**src/rtl/relay_seq_pkg.sv**
```systemverilog
package relay_seq_pkg;

  typedef enum logic [2:0] {
    OP_HIZ    = 3'd0,
    OP_GROUND = 3'd1,
    OP_TWIN   = 3'd2,
    OP_TRIO   = 3'd3,
    OP_ONEVS  = 3'd4
  } opCode_e;

  typedef enum logic [1:0] {
    K_HIZ    = 2'd0,
    K_GROUND = 2'd1,
    K_OTHER  = 2'd2
  } chainKind_e;

  // Strobes from sequencing control to the pin datapath
  typedef struct packed {
    logic fireShift;
    logic fireStore;
    logic serBit;
    logic clearLow;
  } strobe_t;

endpackage

```
**src/rtl/relay_seq_dp.sv**
```systemverilog
module relay_seq_dp
  import relay_seq_pkg::*;
#(
  parameter int PULSE_W = 2
) (
  input  logic    clk,
  input  logic    rstN,
  input  strobe_t strb,
  output logic    pulseDone,
  output logic    serData,
  output logic    shiftClk,
  output logic    storeClk,
  output logic    clearN
);

  localparam int TW = $clog2(PULSE_W + 1) + 1;

  typedef enum logic [1:0] {P_IDLE, P_SETUP, P_HIGH, P_LOW} pulsePh_e;

  pulsePh_e        ph;
  logic [TW-1:0]   tmr;
  logic            isStore;

  always_ff @(posedge clk) begin
    if (!rstN) begin
      ph        <= P_IDLE;
      tmr       <= '0;
      isStore   <= 1'b0;
      serData   <= 1'b0;
      shiftClk  <= 1'b0;
      storeClk  <= 1'b0;
      clearN    <= 1'b1;
      pulseDone <= 1'b0;
    end else begin
      clearN    <= !strb.clearLow;
      pulseDone <= 1'b0;
      case (ph)
        P_IDLE: begin
          if (strb.fireShift || strb.fireStore) begin
            isStore <= strb.fireStore;
            if (strb.fireShift) serData <= strb.serBit;
            ph <= P_SETUP;
          end
        end
        P_SETUP: begin
          ph  <= P_HIGH;
          tmr <= TW'(PULSE_W - 1);
          if (isStore) storeClk <= 1'b1;
          else         shiftClk <= 1'b1;
        end
        P_HIGH: begin
          if (tmr == '0) begin
            shiftClk <= 1'b0;
            storeClk <= 1'b0;
            ph       <= P_LOW;
            tmr      <= TW'(PULSE_W - 1);
          end else begin
            tmr <= tmr - 1'b1;
          end
        end
        default: begin
          if (tmr == '0) begin
            ph        <= P_IDLE;
            pulseDone <= 1'b1;
          end else begin
            tmr <= tmr - 1'b1;
          end
        end
      endcase
    end
  end

  // the two clocks never overlap
  a_r2_clocks_exclusive: assert property (@(posedge clk) disable iff (!rstN)
    !(shiftClk && storeClk));

  // data already settled when the shift clock rises
  a_r2_data_setup: assert property (@(posedge clk) disable iff (!rstN)
    $rose(shiftClk) |-> $stable(serData));

  // data held while the shift clock is high
  a_r2_data_hold: assert property (@(posedge clk) disable iff (!rstN)
    (shiftClk && $past(shiftClk)) |-> $stable(serData));

endmodule

```
**src/rtl/relay_seq_ctrl.sv**
```systemverilog
module relay_seq_ctrl
  import relay_seq_pkg::*;
#(
  parameter int NUM_CH = 16,
  parameter int CH_W   = 5
) (
  input  logic            clk,
  input  logic            rstN,
  input  logic            cmdValid,
  output logic            cmdReady,
  input  logic [2:0]      cmdOp,
  input  logic [CH_W-1:0] chA,
  input  logic [CH_W-1:0] chB,
  input  logic [CH_W-1:0] chC,
  input  logic            cmdPol,
  input  logic            pulseDone,
  output strobe_t         strb
);

  localparam int WW = 2 * NUM_CH;
  localparam int PW = $clog2(NUM_CH + 2) + 1;

  typedef enum logic [2:0] {
    S_IDLE, S_CLEAR, S_LOAD, S_SWEEP, S_STIM, S_STEP, S_LATCH
  } seqState_e;

  seqState_e       st;
  logic            waiting;
  logic            bitHi;
  logic [PW-1:0]   pairsLeft;
  logic [PW-1:0]   stepPairs;
  logic            sweepThenStim;
  logic            clearThenLoad;
  logic [WW-1:0]   word;
  logic            pol;
  logic            modeOvo;
  chainKind_e      kind;
  logic [CH_W-1:0] pos;

  function automatic logic chanOk(input logic [CH_W-1:0] ch);
    return (ch != '0) && (int'(ch) <= NUM_CH);
  endfunction

  function automatic logic [WW-1:0] placeCode(input logic [CH_W-1:0] ch,
                                              input logic [1:0] code);
    logic [CH_W-1:0] idx;
    logic [CH_W:0]   sh;
    idx = ch - CH_W'(1);
    sh  = {idx, 1'b0};
    return {{(WW-2){1'b0}}, code} << sh;
  endfunction

  logic [PW-1:0] sweepLen;
  logic          pairPhase;
  logic          phaseEmpty;
  logic          fire;
  logic          wordDriven;
  logic          stepOnly;
  logic          accept;
  opCode_e       op;

  assign op         = opCode_e'(cmdOp);
  assign accept     = cmdValid && (st == S_IDLE);
  assign sweepLen   = (!modeOvo || kind == K_HIZ) ? PW'(NUM_CH)
                                                  : PW'(NUM_CH + 1) - PW'(pos);
  assign stepOnly   = modeOvo && (pos != '0) && (chA >= pos);
  assign pairPhase  = (st == S_LOAD) || (st == S_SWEEP) || (st == S_STIM) || (st == S_STEP);
  assign phaseEmpty = pairPhase && (pairsLeft == '0);
  assign fire       = (st != S_IDLE) && !waiting && !phaseEmpty;
  assign wordDriven = word[0] ^ word[1];
  assign cmdReady   = (st == S_IDLE);

  always_comb begin
    strb.fireShift = fire && (st != S_LATCH);
    strb.fireStore = fire && (st == S_LATCH);
    strb.clearLow  = (st == S_CLEAR);
    case (st)
      S_LOAD:          strb.serBit = bitHi ? (word[1] ^ (pol & wordDriven))
                                           : (word[0] ^ (pol & wordDriven));
      S_SWEEP, S_STEP: strb.serBit = bitHi ? pol : !pol;
      S_STIM:          strb.serBit = bitHi ? !pol : pol;
      default:         strb.serBit = 1'b0;
    endcase
  end

  always_ff @(posedge clk) begin
    if (!rstN) begin
      st            <= S_CLEAR;
      waiting       <= 1'b0;
      bitHi         <= 1'b0;
      pairsLeft     <= '0;
      stepPairs     <= '0;
      sweepThenStim <= 1'b0;
      clearThenLoad <= 1'b0;
      word          <= '0;
      pol           <= 1'b1;
      modeOvo       <= 1'b0;
      kind          <= K_HIZ;
      pos           <= '0;
    end else begin
      case (st)
        S_IDLE: begin
          waiting <= 1'b0;
          bitHi   <= 1'b0;
          if (accept) begin
            case (op)
              OP_HIZ: begin
                pol           <= cmdPol;
                clearThenLoad <= 1'b0;
                pos           <= '0;
                kind          <= K_HIZ;
                st            <= S_CLEAR;
              end
              OP_GROUND: begin
                if (kind != K_GROUND) begin
                  pol           <= cmdPol;
                  pairsLeft     <= sweepLen;
                  sweepThenStim <= 1'b0;
                  pos           <= '0;
                  kind          <= K_GROUND;
                  st            <= S_SWEEP;
                end
              end
              OP_TWIN, OP_TRIO: begin
                if (chanOk(chA) && chanOk(chB) && (op == OP_TWIN || chanOk(chC))) begin
                  pol           <= cmdPol;
                  word          <= placeCode(chA, 2'b10) + placeCode(chB, 2'b01) +
                                   ((op == OP_TRIO) ? placeCode(chC, 2'b01) : '0);
                  clearThenLoad <= 1'b1;
                  modeOvo       <= 1'b0;
                  kind          <= K_OTHER;
                  pos           <= chA;
                  st            <= S_CLEAR;
                end
              end
              OP_ONEVS: begin
                if (chanOk(chA)) begin
                  pol     <= cmdPol;
                  modeOvo <= 1'b1;
                  kind    <= K_OTHER;
                  pos     <= chA;
                  if (stepOnly) begin
                    pairsLeft <= PW'(chA) - PW'(pos);
                    st        <= S_STEP;
                  end else begin
                    pairsLeft     <= sweepLen;
                    stepPairs     <= PW'(chA) - PW'(1);
                    sweepThenStim <= 1'b1;
                    st            <= S_SWEEP;
                  end
                end
              end
              default: ;
            endcase
          end
        end
        S_CLEAR: begin
          if (!waiting) begin
            waiting <= 1'b1;
          end else if (pulseDone) begin
            waiting <= 1'b0;
            if (clearThenLoad) begin
              pairsLeft <= PW'(NUM_CH);
              st        <= S_LOAD;
            end else begin
              st <= S_LATCH;
            end
          end
        end
        S_LATCH: begin
          if (!waiting) begin
            waiting <= 1'b1;
          end else if (pulseDone) begin
            waiting <= 1'b0;
            st      <= S_IDLE;
          end
        end
        default: begin
          if (waiting) begin
            if (pulseDone) begin
              waiting <= 1'b0;
              bitHi   <= !bitHi;
              if (bitHi) begin
                pairsLeft <= pairsLeft - 1'b1;
                if (st == S_LOAD) word <= word >> 2;
              end
            end
          end else if (phaseEmpty) begin
            bitHi <= 1'b0;
            case (st)
              S_SWEEP: begin
                if (sweepThenStim) begin
                  pairsLeft <= PW'(1);
                  st        <= S_STIM;
                end else begin
                  st <= S_LATCH;
                end
              end
              S_STIM: begin
                pairsLeft <= stepPairs;
                st        <= S_STEP;
              end
              default: st <= S_LATCH;
            endcase
          end else begin
            waiting <= 1'b1;
          end
        end
      endcase
    end
  end

  // the recorded stimulus position never leaves 0..N
  a_r10_pos_range: assert property (@(posedge clk) disable iff (!rstN)
    int'(pos) <= NUM_CH);

  // a twin command with a bad stimulus channel leaves the block idle
  a_r11_bad_chan_ignored: assert property (@(posedge clk) disable iff (!rstN)
    (accept && op == OP_TWIN && !chanOk(chA)) |=> cmdReady);

  // an unused opcode leaves the block idle
  a_r11_bad_op_ignored: assert property (@(posedge clk) disable iff (!rstN)
    (accept && cmdOp > 3'd4) |=> cmdReady);

  // a repeated all-ground starts nothing
  a_r7_ground_repeat_skipped: assert property (@(posedge clk) disable iff (!rstN)
    (accept && op == OP_GROUND && kind == K_GROUND) |=> (cmdReady && !strb.fireShift));

endmodule

```
**src/rtl/relay_seq.sv**
```systemverilog
module relay_seq
  import relay_seq_pkg::*;
#(
  parameter int NUM_CH  = 16,
  parameter int PULSE_W = 2,
  parameter int CH_W    = $clog2(NUM_CH + 1)
) (
  input  logic            clk,
  input  logic            rstN,
  input  logic            cmdValid,
  output logic            cmdReady,
  input  logic [2:0]      cmdOp,
  input  logic [CH_W-1:0] cmdChanA,
  input  logic [CH_W-1:0] cmdChanB,
  input  logic [CH_W-1:0] cmdChanC,
  input  logic            cmdPol,
  output logic            serData,
  output logic            shiftClk,
  output logic            storeClk,
  output logic            clearN
);

  strobe_t strb;
  logic    pulseDone;

  relay_seq_ctrl #(.NUM_CH(NUM_CH), .CH_W(CH_W)) i_ctrl (
    .clk       (clk),
    .rstN      (rstN),
    .cmdValid  (cmdValid),
    .cmdReady  (cmdReady),
    .cmdOp     (cmdOp),
    .chA       (cmdChanA),
    .chB       (cmdChanB),
    .chC       (cmdChanC),
    .cmdPol    (cmdPol),
    .pulseDone (pulseDone),
    .strb      (strb)
  );

  relay_seq_dp #(.PULSE_W(PULSE_W)) i_dp (
    .clk       (clk),
    .rstN      (rstN),
    .strb      (strb),
    .pulseDone (pulseDone),
    .serData   (serData),
    .shiftClk  (shiftClk),
    .storeClk  (storeClk),
    .clearN    (clearN)
  );

  // no handshake while a pulse is on the pins
  a_r12_busy_not_ready: assert property (@(posedge clk) disable iff (!rstN)
    (shiftClk || storeClk) |-> !cmdReady);

  // the storage pulse never coincides with a clear
  a_r5_latch_clear_high: assert property (@(posedge clk) disable iff (!rstN)
    $rose(storeClk) |-> clearN);

endmodule

```
**config.mk**
```make
export PLATFORM = sky130hd
export DESIGN_NAME = relay_seq
export DESIGN_NICKNAME = d
export VERILOG_FILES = /design/src/rtl/relay_seq_pkg.sv /design/src/rtl/relay_seq_dp.sv /design/src/rtl/relay_seq_ctrl.sv /design/src/rtl/relay_seq.sv
export SDC_FILE = /design/constraint.sdc
export NUM_CORES = 1
export LEC_CHECK = 0
export ABC_AREA = 1
export BUFFER_PORTS_ARGS = -buffer_cell sky130_fd_sc_hd__buf_2
export CORE_ASPECT_RATIO = 1.2
export CORE_MARGIN = 1.5
export CORE_UTILIZATION = 55
export CTS_CLUSTER_DIAMETER = 120
export DETAILED_ROUTE_END_ITERATION = 7
export HOLD_SLACK_MARGIN = 0.03
export PLACE_DENSITY = 0.76
export REMOVE_ABC_BUFFERS = 1
export SETUP_SLACK_MARGIN = 0.1
export SYNTH_ARGS = -nofsm -noshare
export SYNTH_HDL_FRONTEND = slang
export SYNTH_SLANG_ARGS = --single-unit
```
**constraint.sdc**
```tcl
create_clock -name clk -period 4.8 [get_ports clk]
set_input_delay 0.96 -clock clk [delete_from_list [all_inputs] [get_ports clk]]
set_output_delay 0.96 -clock clk [all_outputs]
set_load 0.01 [all_outputs]
```
Word level (Yosys, flattened, before mapping). Cells that the tools add are included.

Register bits: 71. Input bits: 22. Output and inout port bits: 5. Logic and storage cells: 242.

Add/subtract/negate cells: 10. $lt $le $gt $ge: 4. Equality and inequality tests: 40. Shifts and indexed selects: 3. Multiplexer cells: 88. Bitwise gates (word level): 9. Reductions and logical operators: 68.

Operator list (count): $mux W32 (8); $mux W6 (13); $add A32 B32 Y32 (2); $pmux W32 S2 (1); $shl A1 B6 Y32 const A (2); $mux W3 (14); $shl A2 B6 Y32 const A (1); $ne A2 B1 Y1 const B (12); $pmux W6 S2 (2); $mux W1 (23); $pmux W5 S4 (1); $reduce_bool A5 Y1 (4); $pmux W3 S3 (2); $pmux W6 S3 (1); $reduce_bool A2 Y1 (8); $le A5 B5 Y1 const B (3); $mux W5 (3); $reduce_and A3 Y1 (5); $sub A5 B1 Y5 const B (3); $mux W2 (7); $pmux W1 S2 (7); $logic_and A1 B1 Y1 (13); $reduce_and A13 Y1 (1); $eq A3 B2 Y1 const B (4); other kinds (41) (82).

Depth between registers and ports, before layout. Gate-level depths: netlist of the first run.

Depth in word-level cells: 11. Gate-level depth with buffers: 23. Gate-level depth less buffers: 22.

Cells and area by module. A second synthesis of the first run with hierarchy kept.

Cells, all modules: 1113. Area, all modules: 6493.7 um^2.

By module, submodules not included: relay_seq_ctrl (times used 1, cells an instance 1031, area each 5919.4 um^2, sequential area each 1201.2 um^2); relay_seq_dp (times used 1, cells an instance 82, area each 574.3 um^2, sequential area each 220.2 um^2).

Worst setup path before layout of the first run. Ideal clock, no wire load.

Path type: input to register. From: in cmdChanB[2]. To: reg i_ctrl.word[13]. Setup time: 116 ps. Data arrival time: 3183 ps. Data required time: 4684 ps. Path slack: 1501 ps. Cell stages on the path: 19. Buffers on the path: 1. Path through: buf_2 nor2_1 nand3_1 nand2_1 inv_1 nor2_1 inv_1 nor2_1 ha_1 ha_1 nand3_1 nand2_1 nand3_1 nand3_1 or2_2 nand3_1 nand2_1 nor2_1 nor2_1.

Cells in the longest elaborated chain, start to end: 8. Elaborated cells between the ends (all ways): 15. Classes of those cells: add/sub (3); order compare (1); eq/ne (1); shift (1); mux (4); reduce/logical (5).

Ends and longest elaborated chain: from (decl) (line relay_seq.sv:14) `input logic [CH_W-1:0] cmdChanB,`; $sub A5 B1 Y5 (line relay_seq_ctrl.sv:48) `idx = ch - CH_W'(1);`; $shl A1 B6 Y32 (line relay_seq_ctrl.sv:50) `return {{(WW-2){1'b0}}, code} << sh;`; $add A32 B32 Y32 (2 in series) (line relay_seq_ctrl.sv:127) `word <= placeCode(chA, 2'b10) + placeCode(chB, 2'b01) +`; $mux W32 (line relay_seq_ctrl.sv:125) `if (chanOk(chA) && chanOk(chB) && (op == OP_TWIN || chanOk(chC))) begin`; $mux W32 (line relay_seq_ctrl.sv:106) `case (op)`; $mux W32 (line relay_seq_ctrl.sv:105) `if (accept) begin`; $pmux W32 S2 (line relay_seq_ctrl.sv:101) `case (st)`; to (signal assigned) (line relay_seq_ctrl.sv:127); to (signal assigned) (line relay_seq_ctrl.sv:185) `if (st == S_LOAD) word <= word >> 2;`; to (decl) (line relay_seq_ctrl.sv:34) `logic [WW-1:0] word;`.

Several ways; a longest one is shown, not always the timed one. The select of a mux whose other input is x is not followed. A chain may end at the register's enable or synchronous reset.

Final worst setup path of the first run.
From: in cmdChanA[1]. To: reg i_ctrl.word[17].

Cells in the longest elaborated chain, start to end: 8. Elaborated cells between the ends (all ways): 15. Classes of those cells: add/sub (3); order compare (1); eq/ne (1); shift (1); mux (4); reduce/logical (5).

Ends and longest elaborated chain: from (decl) (line relay_seq.sv:13) `input logic [CH_W-1:0] cmdChanA,`; $sub A5 B1 Y5 (line relay_seq_ctrl.sv:48); $shl A2 B6 Y32 (line relay_seq_ctrl.sv:50); $add A32 B32 Y32 (2 in series) (line relay_seq_ctrl.sv:127); $mux W32 (line relay_seq_ctrl.sv:125); $mux W32 (line relay_seq_ctrl.sv:106); $mux W32 (line relay_seq_ctrl.sv:105); $pmux W32 S2 (line relay_seq_ctrl.sv:101).

Several ways; a longest one is shown, not always the timed one. The select of a mux whose other input is x is not followed.

==> impl_metrics.yaml, run 1 <==
synth:
  avgSynthCellArea_um2: 5.84
  synthArstFlopShare_pct: 0
  ys_seq_area_share_pct: 21.8
  ys_ff_latch: 71
  ys_dominant_reg_cell: "dfxtp_1"
  synth_edf_count: 0
  syn_area_um2: 6530
  synthCells: 1119
  synth_warnings: 0
  synth_cell_types: 43
min_path:
  hold_class: "register to register"
cells_and_area:
  syn_to_final_growth_pct: 8.10
  nets: 1208
  n_antenna_cell: 0
  drive_gt1_share_pct: 7.03
  finish.utilization_pct: 61.0
sta:
  max_slew_margin_pct: 42.8
  timing.final.hold_violations: 0
  hold_ws_ps: 453
  fmax_mhz: 265
  skew_ps: 9.49
  grt_setup_unrepaired: "no"
  final_max_slew_viol_count: 0
  period_share_pct: 78.5
  setup_viol: 0
  finalCriticalPeriod_ps: 3770
  fin_tns_setup_ps: 0
  tightestPinTransition_ps: 855
routing:
  vias_per_cell: 5.40
  first_pass_iters: 6
  drtIter0Drc: 497
  wl_per_cell_um: 13.9
  wl_um: 18100
  dr_total_vias: 6988
  drc: 0
  ant_nets: 0
setup_path:
  required_ps: 5060
  path_max_fanout: 7
  worst_setup_path_start_kind: "primary input"
  path_class: "primary input to register"
  end_kind: "register"
  crit_arrival_ps: 4030
global_routing:
  grt_max_degree: 46
  grtUsageTotal_pct: 29.8
  antenna_found_initial: 0
  grt_first_pass_wirelength_um: 29300
  grt_pass1_vias: 6272
  overflow: 0
clock_tree:
  postCtsSetupBuffers: 0
  htreeDepth: 3
  root_buffer: "clkbuf_16"
  cts_max_path_buffers: 2
  cts_buffers: 9
  path_clk_slew_ps: 60
  insertion_delay_ps: 340
  clock_sinks: 71
  cts_tree: "done"
  ctsHoldBuffers: 0
  cts-resized-gates: 0
floorplanning:
  std_cell_rows: 43
  core_area_um2: 11600
  ios: 27
  die_area_um2: 12500
  die_x_um: 102
  initial_core_util_pct: 56.5
  dieHeight_um: 122
power:
  power_density_nw_per_um2: 341
  ir_drop_mv: 0.226
  power.leakage_nw: 3.40
status:
  outcome: "completed"
run:
  drv_cap: 0
place:
  routabilityCongestion: 1.06
  dp_hpwl_um: 14200
  io_buffers: 26
## state kept, by name, summed over array words and instances, names as in the netlist, 2 cells and up
register / count
i_ctrl.pos: 5
i_dp.tmr: 3
i_ctrl.word: 32
i_ctrl.stepPairs: 6
i_ctrl.pairsLeft: 6
i_ctrl.st: 3
i_ctrl.kind: 2
i_dp.ph: 2
## critical path, stage by stage
cell and delay, ps:
buf_2 170, inv_1 120, ha_1 230, xnor2_1 450, inv_1 140, nand3_1 130
nor2_1 70, ha_1 350, nand2_1 90, o21ai_0 470, nand3_1 170, nand3_1 170
xor2_1 260, nand2_1 90, a21oi_1 150
## routing by layer
metal  track usage, %  part of all wire [%]  wire [um]  vias to the layer above
met5                0                     0          0                        -
met4             18.2                   5.6       1010                        0
met3             5.24                   5.0        910                       65
met2             50.1                    46       8330                      214
met1             34.9                    43       7800                     3066
li1                 -                     -          -                     3643
## path summary, 6_finish.rpt
check                 start         endpoint  slack (ps)  cells past startpoint
min          i_ctrl.word[8]   i_ctrl.word[8]         450                      2
min reg2reg  i_ctrl.word[8]   i_ctrl.word[8]         450                      2
max             cmdChanA[1]  i_ctrl.word[17]        1030                     15
max reg2reg    i_ctrl.st[2]  i_ctrl.word[17]        1860                      9
## per-stage QoR
stage / worst slack [ps] / instance area (um2) / instances / power (mW)
floorplan: 1510 / 6380 / 1093 / 1.43
global route: 716 / 7060 / 1295 / 2.58
detailed placement: 772 / 6730 / 1279 / 1.67
global placement: 760 / 6730 / 1279 / 1.66
CTS: 1110 / 7060 / 1295 / 2.42
finish: 1030 / 7060 / 1295 / 2.41
## area by class of cell
cell class                      instances  area (um2)
Tap cell                              157         196
Multi-Input combinational cell        872        4390
Clock inverter                          7         103
Clock buffer                            9         225
Timing Repair Buffer                   29         153
Sequential cell                        71        1420
Inverter                              150         567
Fill cell                            1224        4510
## layout by cell type, fill, tap and decap left out, types with 6 or more instances in the layout
cell type	Yosys	layout
nand2_1	316	316
nor2_1	150	150
inv_1	140	140
nand3_1	124	124
a21oi_1	84	84
dfxtp_1	71	71
ha_1	52	52
o21ai_0	50	50
buf_2	7	26
nor3_1	14	14
nand4_1	10	10
or2_2	9	9
clkbuf_16	0	9
inv_2	6	6
xor2_1	6	6
## cell families after synthesis
logic type / count (synthesis) / share of synthesized area (%)
xor gates and xnor gates: 10 / 1.34
adders and majority gates: 53 / 10.3
buffers and inverters: 176 / 10.9
AOI/OAI and AO/OA: 159 / 13.0
and+or+nand+nor: 650 / 42.7
DFF: 71 / 21.8
## report_power, final
group | total [mW] | internal (mW) | switching, mW
registers | 0.728 | 0.666 | 0.0622
logic | 0.938 | 0.302 | 0.635
clock network | 0.744 | 0.461 | 0.282
total | 2.41 | 1.43 | 0.980
## cell usage after synthesis (6+ instances only)
cell	count	share of area, %
nand2_1	316	18
inv_1	140	8.0
o21ai_0	50	3.8
nand3_1	124	9.5
nor2_1	150	8.6
nand4_1	10	0.96
clkbuf_1	12	0.69
nor3_1	14	1.1
a21oi_1	84	6.4
xor2_1	6	0.80
inv_2	6	0.34
buf_2	7	0.54
dfxtp_1	71	22
or2_2	9	0.86
ha_1	52	10
Power figures use the tool's default switching activity.
==> inputs of run 2 (changes only) <==
Settings changed: PLACE_DENSITY 0.76 to 0.79.
Clock period 4.8 ns to 3.15 ns, I/O delays scaled along.
==> impl_metrics.yaml, run 2 (synthesis gave the netlist of run 1 again) <==
status:
  outcome: "completed"
power:
  clkPwrFrac_pct: 30.1
  power_frac_comb_pct: 40.7
  power_mw: 3.74
  ir_drop_mv: 0.255
  power.leakage_nw: 3.98
  netSwitchingFraction_pct: 40.4
  power_density_nw_per_um2: 456
  seq_power_share_pct: 29.2
  p_int_mw: 2.23
  power.switching_mw: 1.51
place:
  io_buffers: 26
  place_area_um2: 7630
  dp.cells: 1399
  routabilityCongestion: 1.10
  dp_slack_ps: -343
  dp_hpwl_um: 15700
clock_tree:
  cts_buffers: 9
  insertion_delay_ps: 350
  cts_max_path_buffers: 2
  clock_sinks: 71
  ctsHoldBuffers: 0
  htreeDepth: 3
  path_clk_slew_ps: 60
  postCtsSetupBuffers: 0
  root_buffer: "clkbuf_16"
  cts_tree: "done"
setup_path:
  required_ps: 3370
  path_max_fanout: 4
  path_class: "primary input to register"
  worst_setup_path_start_kind: "primary input"
  worstReg2RegStart: "i_ctrl.st[2]"
  crit_arrival_ps: 3180
  end_kind: "register"
  critPathLaunch: "cmdChanA[0]"
routing:
  first_pass_iters: 5
  dr_total_vias: 7688
  drtIter0Drc: 394
  wl_per_cell_um: 14.4
  wl_um: 20400
  drc: 0
  vias_per_cell: 5.43
  ant_nets: 0
min_path:
  hold_class: "register to register"
  hold_start: "i_dp.storeClk"
global_routing:
  grtUsageTotal_pct: 32.8
  grt_max_degree: 37
  overflow: 0
  antenna_found_initial: 0
  grt_pass1_vias: 7012
  grt_first_pass_wirelength_um: 31900
cells_and_area:
  final_cell_mix: "nand2_1, inv_1, nor2_1, buf_4, nand3_1"
  design_area_um2: 8200
  syn_to_final_growth_pct: 25.6
  nets: 1328
  finish.utilization_pct: 70.9
  final_common_cell: "nand2_1"
  nFillCells: 1019
  instances_no_fill: 1415
  drive_gt1_share_pct: 19.4
  n_antenna_cell: 0
  top_register: "i_ctrl.word"
  top_regs: "i_ctrl.word (32), i_ctrl.pairsLeft (6), i_ctrl.stepPairs (6)"
  largest_reg_flops: 32
floorplanning:
  die_x_um: 102
  core_area_um2: 11600
  dieHeight_um: 122
  initial_core_util_pct: 56.5
  std_cell_rows: 43
  die_area_um2: 12500
  ios: 27
sta:
  skew_ps: 4.37
  finalCriticalPeriod_ps: 2960
  final_max_slew_viol_count: 0
  max_slew_margin_pct: 61.8
  setup_ws_ps: 191
  grt_setup_unrepaired: "yes"
  period_share_pct: 93.9
  tightestPinTransition_ps: 571
  fmax_mhz: 338
  setup_viol: 0
  timing.final.hold_violations: 0
run:
  drv_cap: 0
==> run 2: cell count changes in the layout (fill, tap and decap cells not counted), moves of 6 or more <==
cell	delta
nand2_2	+6
nor2_1	-13
nand2_1	-6
ha_1	-10
buf_4	+120
o21ai_0	-6
ha_4	+8
nor2_2	+10
==> run 2: final timing paths <==
| kind | slack (ps) | endpoint | depth (start not counted) |
|---|---|---|---|
| max | 190 | i_ctrl.word[27] | 20 |
| min | 450 | i_dp.storeClk | 2 |
| max reg2reg | 840 | i_ctrl.word[27] | 10 |
| min reg2reg | 450 | i_dp.storeClk | 2 |
==> run 2: power groups by stage <==
| stage | clock network (mW) | registers (mW) | logic, mW |
|---|---|---|---|
| global route | 1.17 | 1.11 | 1.72 |
| finish | 1.12 | 1.09 | 1.52 |
| CTS | 1.14 | 1.09 | 1.50 |
| floorplan | 0 | 1.11 | 1.08 |
| global placement | 0 | 1.11 | 1.48 |
| detailed placement | 0 | 1.11 | 1.49 |
==> run 2: metrics by stage <==
stage,TNS (ps),hold WS (ps)
after global routing,0,483
after global placement,-2640,444
final,0,453
after detailed placement,-4210,449
after CTS,0,458
after floorplan,0,424
==> run 2: layout make-up <==
class / count / area [um2] / share of cell area [%]
timing repair buffer: 149 / 1050 / 12.8
clock inverter: 7 / 95.1 / 1.16
sequential: 71 / 1420 / 17.3
tap: 157 / 196 / 2.40
clock buffer: 9 / 225 / 2.75
multi-input combinational: 872 / 4640 / 56.6
inverter: 150 / 567 / 6.91
==> run 2: critical path, cell delays in order <==
cell     delay, ps
buf_2           90
inv_1           40
ha_1           240
xnor2_2        220
buf_4          160
nand3_1        110
nor2_1         310
ha_4           280
nand2_1        110
nor2_1          70
buf_4          130
nand3_1         80
nand3_1        140
buf_4          190
nand2_1         80
nand2_1         60
nand2_1         60
nand3_1         60
nand2_1         80
a21oi_1         60
==> run 2: metal layers <==
| layer | global-route usage, % | wire length, um |
|---|---|---|
| met1 | 35.7 | 8210 |
| met2 | 57.7 | 9900 |
| met3 | 5.69 | 942 |
| met4 | 21.6 | 1350 |
| met5 | 0 | 0 |
==> run 2: what timing repair did <==
action | in CTS | in global routing
setup endpoints to repair | 1 | 26
endpoints found under the hold margin | 0 | 0
pin swaps | 0 | 4
resized for setup | 1 | 54
==> inputs of run 3 (changes only) <==
Settings changed: CELL_PAD_IN_SITES_DETAIL_PLACEMENT set to 1, CELL_PAD_IN_SITES_GLOBAL_PLACEMENT set to 1, CORE_UTILIZATION 55 to 44, PLACE_DENSITY 0.79 to 0.85.
Clock period 3.15 ns to 3.4 ns, I/O delays scaled along.
==> impl_metrics.yaml, run 3 (synthesis gave the netlist of run 1 again) <==
place:
  dp_hpwl_um: 18200
  io_buffers: 26
  routabilityCongestion: 0.965
clock_tree:
  path_clk_slew_ps: 60
  insertion_delay_ps: 360
  cts_buffers: 9
  cts_tree: "done"
  cts-resized-gates: 0
  clock_sinks: 71
  root_buffer: "clkbuf_16"
  htreeDepth: 3
  cts_max_path_buffers: 2
  ctsHoldBuffers: 0
  postCtsSetupBuffers: 0
cells_and_area:
  nFillCells: 2095
  multiInputGateArea_um2: 4440
  regArea_um2: 1420
  largest_reg_flops: 32
  drive_gt1_share_pct: 13.1
  n_antenna_cell: 0
  syn_to_final_growth_pct: 16.6
  final_cell_mix: "nand2_1, nor2_1, inv_1, nand3_1, a21oi_1"
  top_register: "i_ctrl.word"
  nets: 1273
  top_regs: "i_ctrl.word (32), i_ctrl.pairsLeft (6), i_ctrl.stepPairs (6)"
  final_common_cell: "nand2_1"
sta:
  finalCriticalPeriod_ps: 3110
  max_slew_margin_pct: 43.3
  period_share_pct: 91.4
  setup_viol: 0
  fmax_mhz: 322
  final_max_slew_viol_count: 0
  fin_tns_setup_ps: 0
  skew_ps: 18.1
  timing.final.hold_violations: 0
  grt_setup_unrepaired: "no"
  tightestPinTransition_ps: 846
floorplanning:
  dieHeight_um: 136
  die_x_um: 114
  core_area_um2: 14500
  die_area_um2: 15600
  ios: 27
  std_cell_rows: 48
  initial_core_util_pct: 45.1
routing:
  wl_per_cell_um: 16.2
  dr_total_vias: 7563
  vias_per_cell: 5.39
  drc: 0
  first_pass_iters: 4
  drtIter0Drc: 290
  ant_nets: 0
  wl_um: 22700
setup_path:
  r2r-end: "i_ctrl.word[30]"
  required_ps: 3640
  worstRegToRegCells: 10
  crit_arrival_ps: 3350
  r2r_slack_ps: 940
  worst_path_largest_cell_delay_ps: 270
  path_class: "primary input to register"
  cp_common_cell: "nand2_1"
  path_max_fanout: 5
  worst_setup_path_start_kind: "primary input"
  critPathCapture: "i_ctrl.word[27]"
  worstReg2RegStart: "i_ctrl.st[2]"
  critPathSlowestCell: "ha_1"
  crit_chain: "buf_2 > nor2_2 > nand3_1 > nand2_1 > inv_1 > nor2_2 > buf_4 > nand3_1 > inv_1 > ha_1 > ha_1 > nand3_1 > nand2_1 > nand2_1 > nand3_1 > buf_4 > nand2_1 > nand2_1 > nand2_1 > nand3_1 > nand2_1 > a21oi_1"
  end_kind: "register"
  critPathLaunch: "cmdChanB[0]"
global_routing:
  antenna_found_initial: 0
  overflow: 0
  grtUsageTotal_pct: 30.3
  grt_max_degree: 37
  grt_first_pass_wirelength_um: 36800
  grt_pass1_vias: 7791
run:
  drv_cap: 0
power:
  power.leakage_nw: 3.70
  power_mw: 3.45
  ir_drop_mv: 0.225
  power_density_nw_per_um2: 453
status:
  outcome: "completed"
min_path:
  hold_class: "register to register"
[run 3: changes by cell type in the layout (fill, tap and decap cells not counted), moves of 4 or more]
cell | previous run | this run
nand2_1 | 310 | 316
o21ai_0 | 44 | 49
buf_4 | 123 | 68
nor2_1 | 137 | 143
o21ai_1 | 8 | 4
nand2_2 | 8 | 2
ha_4 | 8 | 0
ha_1 | 42 | 50
[run 3: per-layer routing]
layer,GRT usage (%),wire length (um)
met3,3.66,536
met1,30.8,9070
met4,20.2,1560
met2,57.6,11600
met5,0,0
[run 3: area by class of cell]
type	count	share of cell area (%)
clock buffers	10	3.01
well taps	200	3.29
repair buffers	94	8.42
clock inverters	6	0.904
inverters	150	7.45
multi-input cells	872	58.3
flip-flops and latches	71	18.7
[run 3: worst min path at each step]
stage                        start  cells past startpoint  slack (ps)                   to
2_1_floorplan  i_ctrl.stepPairs[3]                      2         420  i_ctrl.stepPairs[3]
3_3_place_gp        i_ctrl.word[8]                      2         440       i_ctrl.word[8]
3_5_place_dp   i_ctrl.stepPairs[3]                      2         450  i_ctrl.stepPairs[3]
4_1_cts        i_ctrl.stepPairs[3]                      2         460  i_ctrl.stepPairs[3]
5_1_grt             i_ctrl.word[8]                      2         490       i_ctrl.word[8]
6_report             i_dp.storeClk                      2         460        i_dp.storeClk
[run 3: critical path: cells and delay by family]
kind / cells / cell delay, ps
buffers and inverters: 5 / 620
AND/OR/NAND/NOR: 14 / 1550
adder cells (fa/ha/maj): 2 / 420
AO/OA/AOI/OAI: 1 / 60
[run 3: metrics by stage]
step                      hold WS (ps)  cells  area (um2)  worst slack (ps)  utilization (%)
after floorplan                    424   1093        6380               390                -
after global placement             441   1387        7270             -68.4             50.3
after detailed placement           453   1387        7270              -164             50.3
after CTS                          464   1403        7570               176             52.3
after global routing               489   1403        7610              93.8             52.6
final                              457   1403        7610               292             52.6
[run 3: report_power, final]
part           switching [mW]  internal [mW]  total, mW
logic                   0.964          0.463       1.43
registers              0.0898          0.940       1.03
clock network           0.418          0.573      0.991
